$ cat src/rtl/syncdiv_pkg.sv
package syncdiv_pkg;
   localparam int CTL_W = 5;

   // Control word layout, most significant field first
   typedef struct packed {
      logic rise_sel;   // bit 4: 1 rising, 0 falling
      logic edge_mode;  // bit 3: 1 edge, 0 level
      logic one_shot;   // bit 2
      logic div_en;     // bit 1
      logic master;     // bit 0
   } ctl_t;
endpackage

$ cat src/rtl/syncdiv_cond.sv
module syncdiv_cond #(
   parameter int STAGES = 2
) (
   input  logic clk,
   input  logic rst_n,
   input  logic sync_raw,
   input  logic edge_mode,
   input  logic rise_sel,
   output logic evt
);
   localparam int LAST = STAGES - 1;

   initial begin
      assert (STAGES >= 2) else $error("syncdiv_cond: STAGES must be at least 2");
   end

   // pipe[0] is the first capture flop, pipe[LAST] the synchronized level,
   // pipe[STAGES] the previous synchronized level
   logic [STAGES:0] pipe;

   always_ff @(posedge clk or negedge rst_n) begin
      if (!rst_n) pipe <= '0;
      else        pipe <= {pipe[STAGES-1:0], sync_raw};
   end

   logic cur, prv;
   assign cur = pipe[LAST];
   assign prv = pipe[STAGES];

   always_comb begin
      if (!edge_mode)    evt = cur;
      else if (rise_sel) evt = cur & ~prv;
      else               evt = ~cur & prv;
   end


   edge_single_chk: assert property (@(posedge clk) disable iff (!rst_n)
      (evt && edge_mode) |=> !(evt && edge_mode && $stable(rise_sel)))
      else $error("edge event lasted more than one cycle");
endmodule

$ cat src/rtl/syncdiv_ctl.sv
module syncdiv_ctl
   import syncdiv_pkg::*;
(
   input  logic             clk,
   input  logic             rst_n,
   input  logic             we,
   input  logic [CTL_W-1:0] wdata,
   input  logic             consume,
   output ctl_t             ctl
);
   always_ff @(posedge clk or negedge rst_n) begin
      if (!rst_n)       ctl <= '0;
      else if (we)      ctl <= ctl_t'(wdata);
      else if (consume) ctl.div_en <= 1'b0;
   end


   write_wins_chk: assert property (@(posedge clk) disable iff (!rst_n)
      we |=> (ctl == ctl_t'($past(wdata))))
      else $error("control write not taken");


   auto_clear_chk: assert property (@(posedge clk) disable iff (!rst_n)
      (consume && !we) |=> (!ctl.div_en && $stable(ctl.master) && $stable(ctl.one_shot)))
      else $error("one-shot clear wrong");
endmodule

$ cat src/rtl/syncdiv_phase.sv
module syncdiv_phase #(
   parameter int RW          = 8,
   parameter bit CLAMP_RATIO = 1'b1
) (
   input  logic          clk,
   input  logic          rst_n,
   input  logic [RW-1:0] ratio,
   input  logic          realign,
   output logic          div_clk
);
   localparam logic [RW-1:0] MIN_RATIO = RW'(2);

   logic [RW-1:0] eff, half, cnt, nxt;

   generate
      if (CLAMP_RATIO) begin : g_clamp
         assign eff = (ratio < MIN_RATIO) ? MIN_RATIO : ratio;
      end else begin : g_raw
         assign eff = ratio;
      end
   endgenerate

   assign half = eff >> 1;
   assign nxt  = (cnt >= eff - 1'b1) ? '0 : cnt + 1'b1;

   always_ff @(posedge clk or negedge rst_n) begin
      if (!rst_n) begin
         cnt     <= '0;
         div_clk <= 1'b0;
      end else if (realign) begin
         cnt     <= '0;
         div_clk <= 1'b0;
      end else begin
         cnt     <= nxt;
         div_clk <= (nxt >= half);
      end
   end


   realign_phase_chk: assert property (@(posedge clk) disable iff (!rst_n)
      realign |=> (cnt == '0 && !div_clk))
      else $error("realign did not zero the phase");


   rise_at_half_chk: assert property (@(posedge clk) disable iff (!rst_n)
      ($rose(div_clk) && ratio == $past(ratio) && ratio == $past(ratio, 2)) |-> (cnt == half))
      else $error("divided clock rose off the half phase");
endmodule

$ cat src/rtl/syncdiv_align.sv
module syncdiv_align
   import syncdiv_pkg::*;
#(
   parameter int RATIO_W     = 8,
   parameter int SYNC_STAGES = 2
) (
   input  logic               clk_in,
   input  logic               rst_n,
   input  logic               sync_raw,
   input  logic               ctl_we,
   input  logic [CTL_W-1:0]   ctl_wdata,
   input  logic [RATIO_W-1:0] div_ratio,
   output logic [CTL_W-1:0]   ctl_rdata,
   output logic               div_clk,
   output logic               align_stb
);
   initial begin
      assert (RATIO_W >= 2) else $error("syncdiv_align: RATIO_W must be at least 2");
   end

   ctl_t ctl;
   logic evt, realign, consume;

   syncdiv_cond #(.STAGES(SYNC_STAGES)) u_cond (
      .clk(clk_in), .rst_n(rst_n), .sync_raw(sync_raw),
      .edge_mode(ctl.edge_mode), .rise_sel(ctl.rise_sel), .evt(evt)
   );

   assign realign = evt & ctl.master & ctl.div_en;
   assign consume = realign & ctl.one_shot;

   syncdiv_ctl u_ctl (
      .clk(clk_in), .rst_n(rst_n), .we(ctl_we), .wdata(ctl_wdata),
      .consume(consume), .ctl(ctl)
   );

   syncdiv_phase #(.RW(RATIO_W)) u_phase (
      .clk(clk_in), .rst_n(rst_n), .ratio(div_ratio),
      .realign(realign), .div_clk(div_clk)
   );

   always_ff @(posedge clk_in or negedge rst_n) begin
      if (!rst_n) align_stb <= 1'b0;
      else        align_stb <= realign;
   end

   assign ctl_rdata = ctl;


   master_gate_chk: assert property (@(posedge clk_in) disable iff (!rst_n)
      !ctl_rdata[0] |=> !align_stb)
      else $error("strobe without master enable");


   stb_low_clk_chk: assert property (@(posedge clk_in) disable iff (!rst_n)
      align_stb |-> !div_clk)
      else $error("divided clock high after realign");


   one_shot_once_chk: assert property (@(posedge clk_in) disable iff (!rst_n)
      (align_stb && $past(ctl.one_shot) && !$past(ctl_we) && !ctl_we) |=> !align_stb)
      else $error("one-shot realigned twice");
endmodule

$ cat config.mk
export PLATFORM = sky130hd
export DESIGN_NAME = syncdiv_align
export DESIGN_NICKNAME = d
export VERILOG_FILES = /design/src/rtl/syncdiv_pkg.sv /design/src/rtl/syncdiv_cond.sv /design/src/rtl/syncdiv_ctl.sv /design/src/rtl/syncdiv_phase.sv /design/src/rtl/syncdiv_align.sv
export SDC_FILE = /design/constraint.sdc
export NUM_CORES = 1
export LEC_CHECK = 0
export ABC_CLOCK_PERIOD_IN_PS = 3410
export BUFFER_PORTS_ARGS = -buffer_cell sky130_fd_sc_hd__buf_2
export CORE_MARGIN = 2
export CORE_UTILIZATION = 48
export DETAILED_ROUTE_END_ITERATION = 12
export MAX_ROUTING_LAYER = met4
export PLACE_DENSITY = 0.71
export SYNTH_ARGS = -nofsm -noshare
export SYNTH_HDL_FRONTEND = slang
export SYNTH_SLANG_ARGS = --single-unit
$ cat constraint.sdc
create_clock -name clk_in -period 3.41 [get_ports clk_in]
set_input_delay 0.682 -clock clk_in [delete_from_list [all_inputs] [get_ports clk_in]]
set_output_delay 0.682 -clock clk_in [all_outputs]
set_load 0.01 [all_outputs]
==> impl_metrics.py <==
metrics = {
    "run_status": {
        "status": "finished with violations",
        "violations": "negative setup slack",
    },
    "worst_setup_path": {
        "critical_path_class": "in2reg",
        "cp-start-kind": "primary input",
        "r2r-start": "u_phase.cnt[0]$_DFF_PN0_",
        "worstPathRequired_ns": 3.57,
        "crit_arrival_ns": 3.84,
        "timing.rr.end": "u_phase.div_clk$_DFF_PN0_",
        "cp-end-kind": "flop",
        "r2r_cells": 12,
        "slowest_stage": "or3_4",
        "crit_start": "div_ratio[2]",
        "endpoint": "u_phase.div_clk$_DFF_PN0_",
        "path_max_fanout": 7,
        "critPathMaxStageDelay_ns": 0.39,
        "cp_cell_sequence": "buf_6 > or3_4 > nor4_4 > inv_1 > o21ai_2 > ha_2 > nor3b_2 > xnor2_1 > ha_1 > nand4_1 > o31ai_4 > nor2_1 > ha_1 > a21oi_2 > o21ai_1 > a41o_1 > a21oi_2 > o22ai_2",
        "r2r_setup_slack_ns": 0.74,
    },
    "die": {
        "io_pins": 24,
        "die_h_um": 54.90,
        "initial_utilization": 0.5020,
        "rows": 18,
        "dieWidth_um": 54.90,
        "fp.dieArea_um2": 3014,
        "coreArea_um2": 2477,
    },
    "sta": {
        "finalHoldViolations": 0,
        "rsz0062_at_grt": "yes",
        "finalClockSkew_ns": 0.003549,
        "finalSetupViolCount": 1,
        "finalCritPeriodShare": 1.079,
        "slew_violations": 0,
        "maxSlewHeadroom": 0.7460,
        "holdWs_ns": 0.3081,
        "setup_slack_ns": -0.2703,
        "tightest_slew_ns": 0.3810,
        "fmax_mhz": 271.7,
        "period_needed_ns": 3.680,
    },
    "clocking": {
        "clk_latency_ns": 0.28,
        "clock_tree.buffer_depth": 2,
        "cts.sinks": 18,
        "hold_buffers": 0,
        "cts_made_buffers": 3,
        "clk_pin_slew_ns": 0.09,
        "root_buffer": "clkbuf_4",
        "cts_max_level": 1,
        "cts_tree": "built",
    },
    "yosys": {
        "synthTopCellsByArea": "dfrtp_1, ha_1, nor2_1",
        "yosysUniqueCellTypes": 34,
        "synth-main-ff-cell": "dfrtp_1",
        "yosys.area.top_type": "dfrtp_1",
        "ys_ff_latch": 18,
        "synth.most_common_cell": "dfrtp_1",
        "synth_cells": 126,
        "syn_area_um2": 1244,
        "synth.top_cells.by_count": "dfrtp_1, ha_1, nor2_1",
        "async_flop_share": 1.000,
        "synth_edf_count": 0,
        "synth_fp_nets": 160,
        "syn_avg_cell_area_um2": 9.871,
        "yosys_warnings": 0,
        "ys_seq_area_frac": 0.3622,
        "synth_top_area_frac": 0.3622,
    },
    "layout": {
        "multi_input_comb_area_um2": 782.0,
        "layout-drive-gt1-share": 0.3804,
        "final.fill_count": 213,
        "regArea_um2": 450.4,
        "syn_to_final_growth_pct": 26.56,
        "antenna_cells": 0,
        "final_util": 0.6354,
        "final_net_count": 198,
        "fin_cells": 193,
    },
    "placement": {
        "place_ws_ns": -0.7753,
        "dp.cells": 187,
        "dp_hpwl_um": 2036,
        "gp_congestion": 0.8838,
        "portBuffers": 23,
    },
    "global_route": {
        "antenna_found_initial": 0,
        "track_usage": 0.1827,
        "grt_overflow": 0,
        "grt_max_degree": 19,
        "grt_pass1_wl_um": 3905,
        "grt_pass1_vias": 1015,
    },
    "power": {
        "power_density_nw_per_um2": 550.4,
        "finalPower_w": 0.0008664,
        "irDropWorstVdd_uv": 451.2,
        "leakage_nw": 0.8186,
    },
    "route": {
        "vias": 1006,
        "drt-total-wl_um": 2375,
        "routedWlPerCell_um": 12.31,
        "antenna_left": 0,
        "viasPerCell": 5.212,
        "drt_first_pass_iters": 4,
        "route.detailed.drc": 0,
        "drt_iter0_drc": 4,
    },
    "flow_run": {
        "cap_violations": 0,
    },
    "min_path": {
        "holdCritPathClass": "in2async",
    },
}
[through the flow]
stage          setup TNS (ns)  cell area, µm²
6_report              -0.2703            1574
2_1_floorplan         -0.4806            1285
3_3_place_gp           -2.928            1498
3_5_place_dp           -3.329            1498
5_1_grt               -0.8225            1574
4_1_cts               -0.2655            1565
[repair_timing]
action,4_1_cts,5_1_grt
endpoints found under the hold margin,0,0
resized for setup,3,3
setup endpoints to repair,9,9
buffers inserted,2,0
pin swaps,7,0
[logic make-up after synthesis]
logic type                 Yosys count  share of synthesized area
and+or+nand+nor                     43                     0.1801
AOI/OAI and AO/OA                   20                     0.1318
DFF                                 18                     0.3622
adders and majority gates           17                     0.1710
buffers and inverters               15                    0.05734
xor gates and xnor gates            10                    0.07042
muxes                                3                    0.02716
[state kept, by name, indices dropped and copies added, names as in the netlist]
register         flops
u_cond.pipe          3
u_ctl.ctl            5
u_phase.cnt          8
u_phase.div_clk      1
align_stb            1
[critical path, delay by kind of cell]
family,cells,cell delay (ns)
xor gates and xnor gates,1,0.10
and+or+nand+nor,5,0.95
AOI/OAI and AO/OA,7,1.10
adders and majority gates,3,0.85
buffers and inverters,2,0.17
[routing by layer]
metal / wire [µm] / up-vias / track usage
li1: - / 507 / -
met1: 1022 / 477 / 0.1948
met2: 1256 / 22 / 0.3631
met3: 96 / 0 / 0.01344
met4: 0 / 0 / 0.04065
met5: 0 / - / -
[power by group]
part	leakage (nW)	internal [W]	total, W	switching (W)
Combinational	0.572	0.000214	0.000436	0.000222
Sequential	0.226	0.000258	0.000308	0.0000506
Clock	0.0210	0.0000649	0.000122	0.0000572
[cells in the final DEF, fill, tap and decap left out, drive strengths merged, types with 2 or more instances in the layout]
cell type / n
a41o: 2
nor2b: 2
buf: 37
and3: 2
a21oi: 6
nand2b: 2
o21ai: 5
dfrtp: 18
nor3: 2
xnor2: 5
nand3: 7
inv: 11
or3: 2
clkbuf: 4
ha: 17
o31ai: 2
xor2: 5
nand2: 5
nor2: 16
mux2: 3
[how the worst min path moves through the flow]
stage	start	to	slack, ns	cells after the start
3_3_place_gp	u_cond.pipe[0]$_DFF_PN0_	u_cond.pipe[1]$_DFF_PN0_	0.34	0
2_1_floorplan	u_cond.pipe[0]$_DFF_PN0_	u_cond.pipe[1]$_DFF_PN0_	0.33	0
4_1_cts	rst_n	u_phase.cnt[2]$_DFF_PN0_	0.32	1
5_1_grt	rst_n	u_phase.cnt[2]$_DFF_PN0_	0.33	1
3_5_place_dp	u_cond.pipe[0]$_DFF_PN0_	u_cond.pipe[1]$_DFF_PN0_	0.35	0
6_report	rst_n	u_ctl.ctl[4]$_DFFE_PN0P_	0.31	1
[final cells by class]
class,instances,share of cell area
well taps,30,0.02385
flip-flops and latches,18,0.2862
clock buffers,4,0.02305
multi-input cells,93,0.4968
inverters,11,0.02623
repair buffers,37,0.1439
Note: power is estimated with default switching activity, not from simulation.
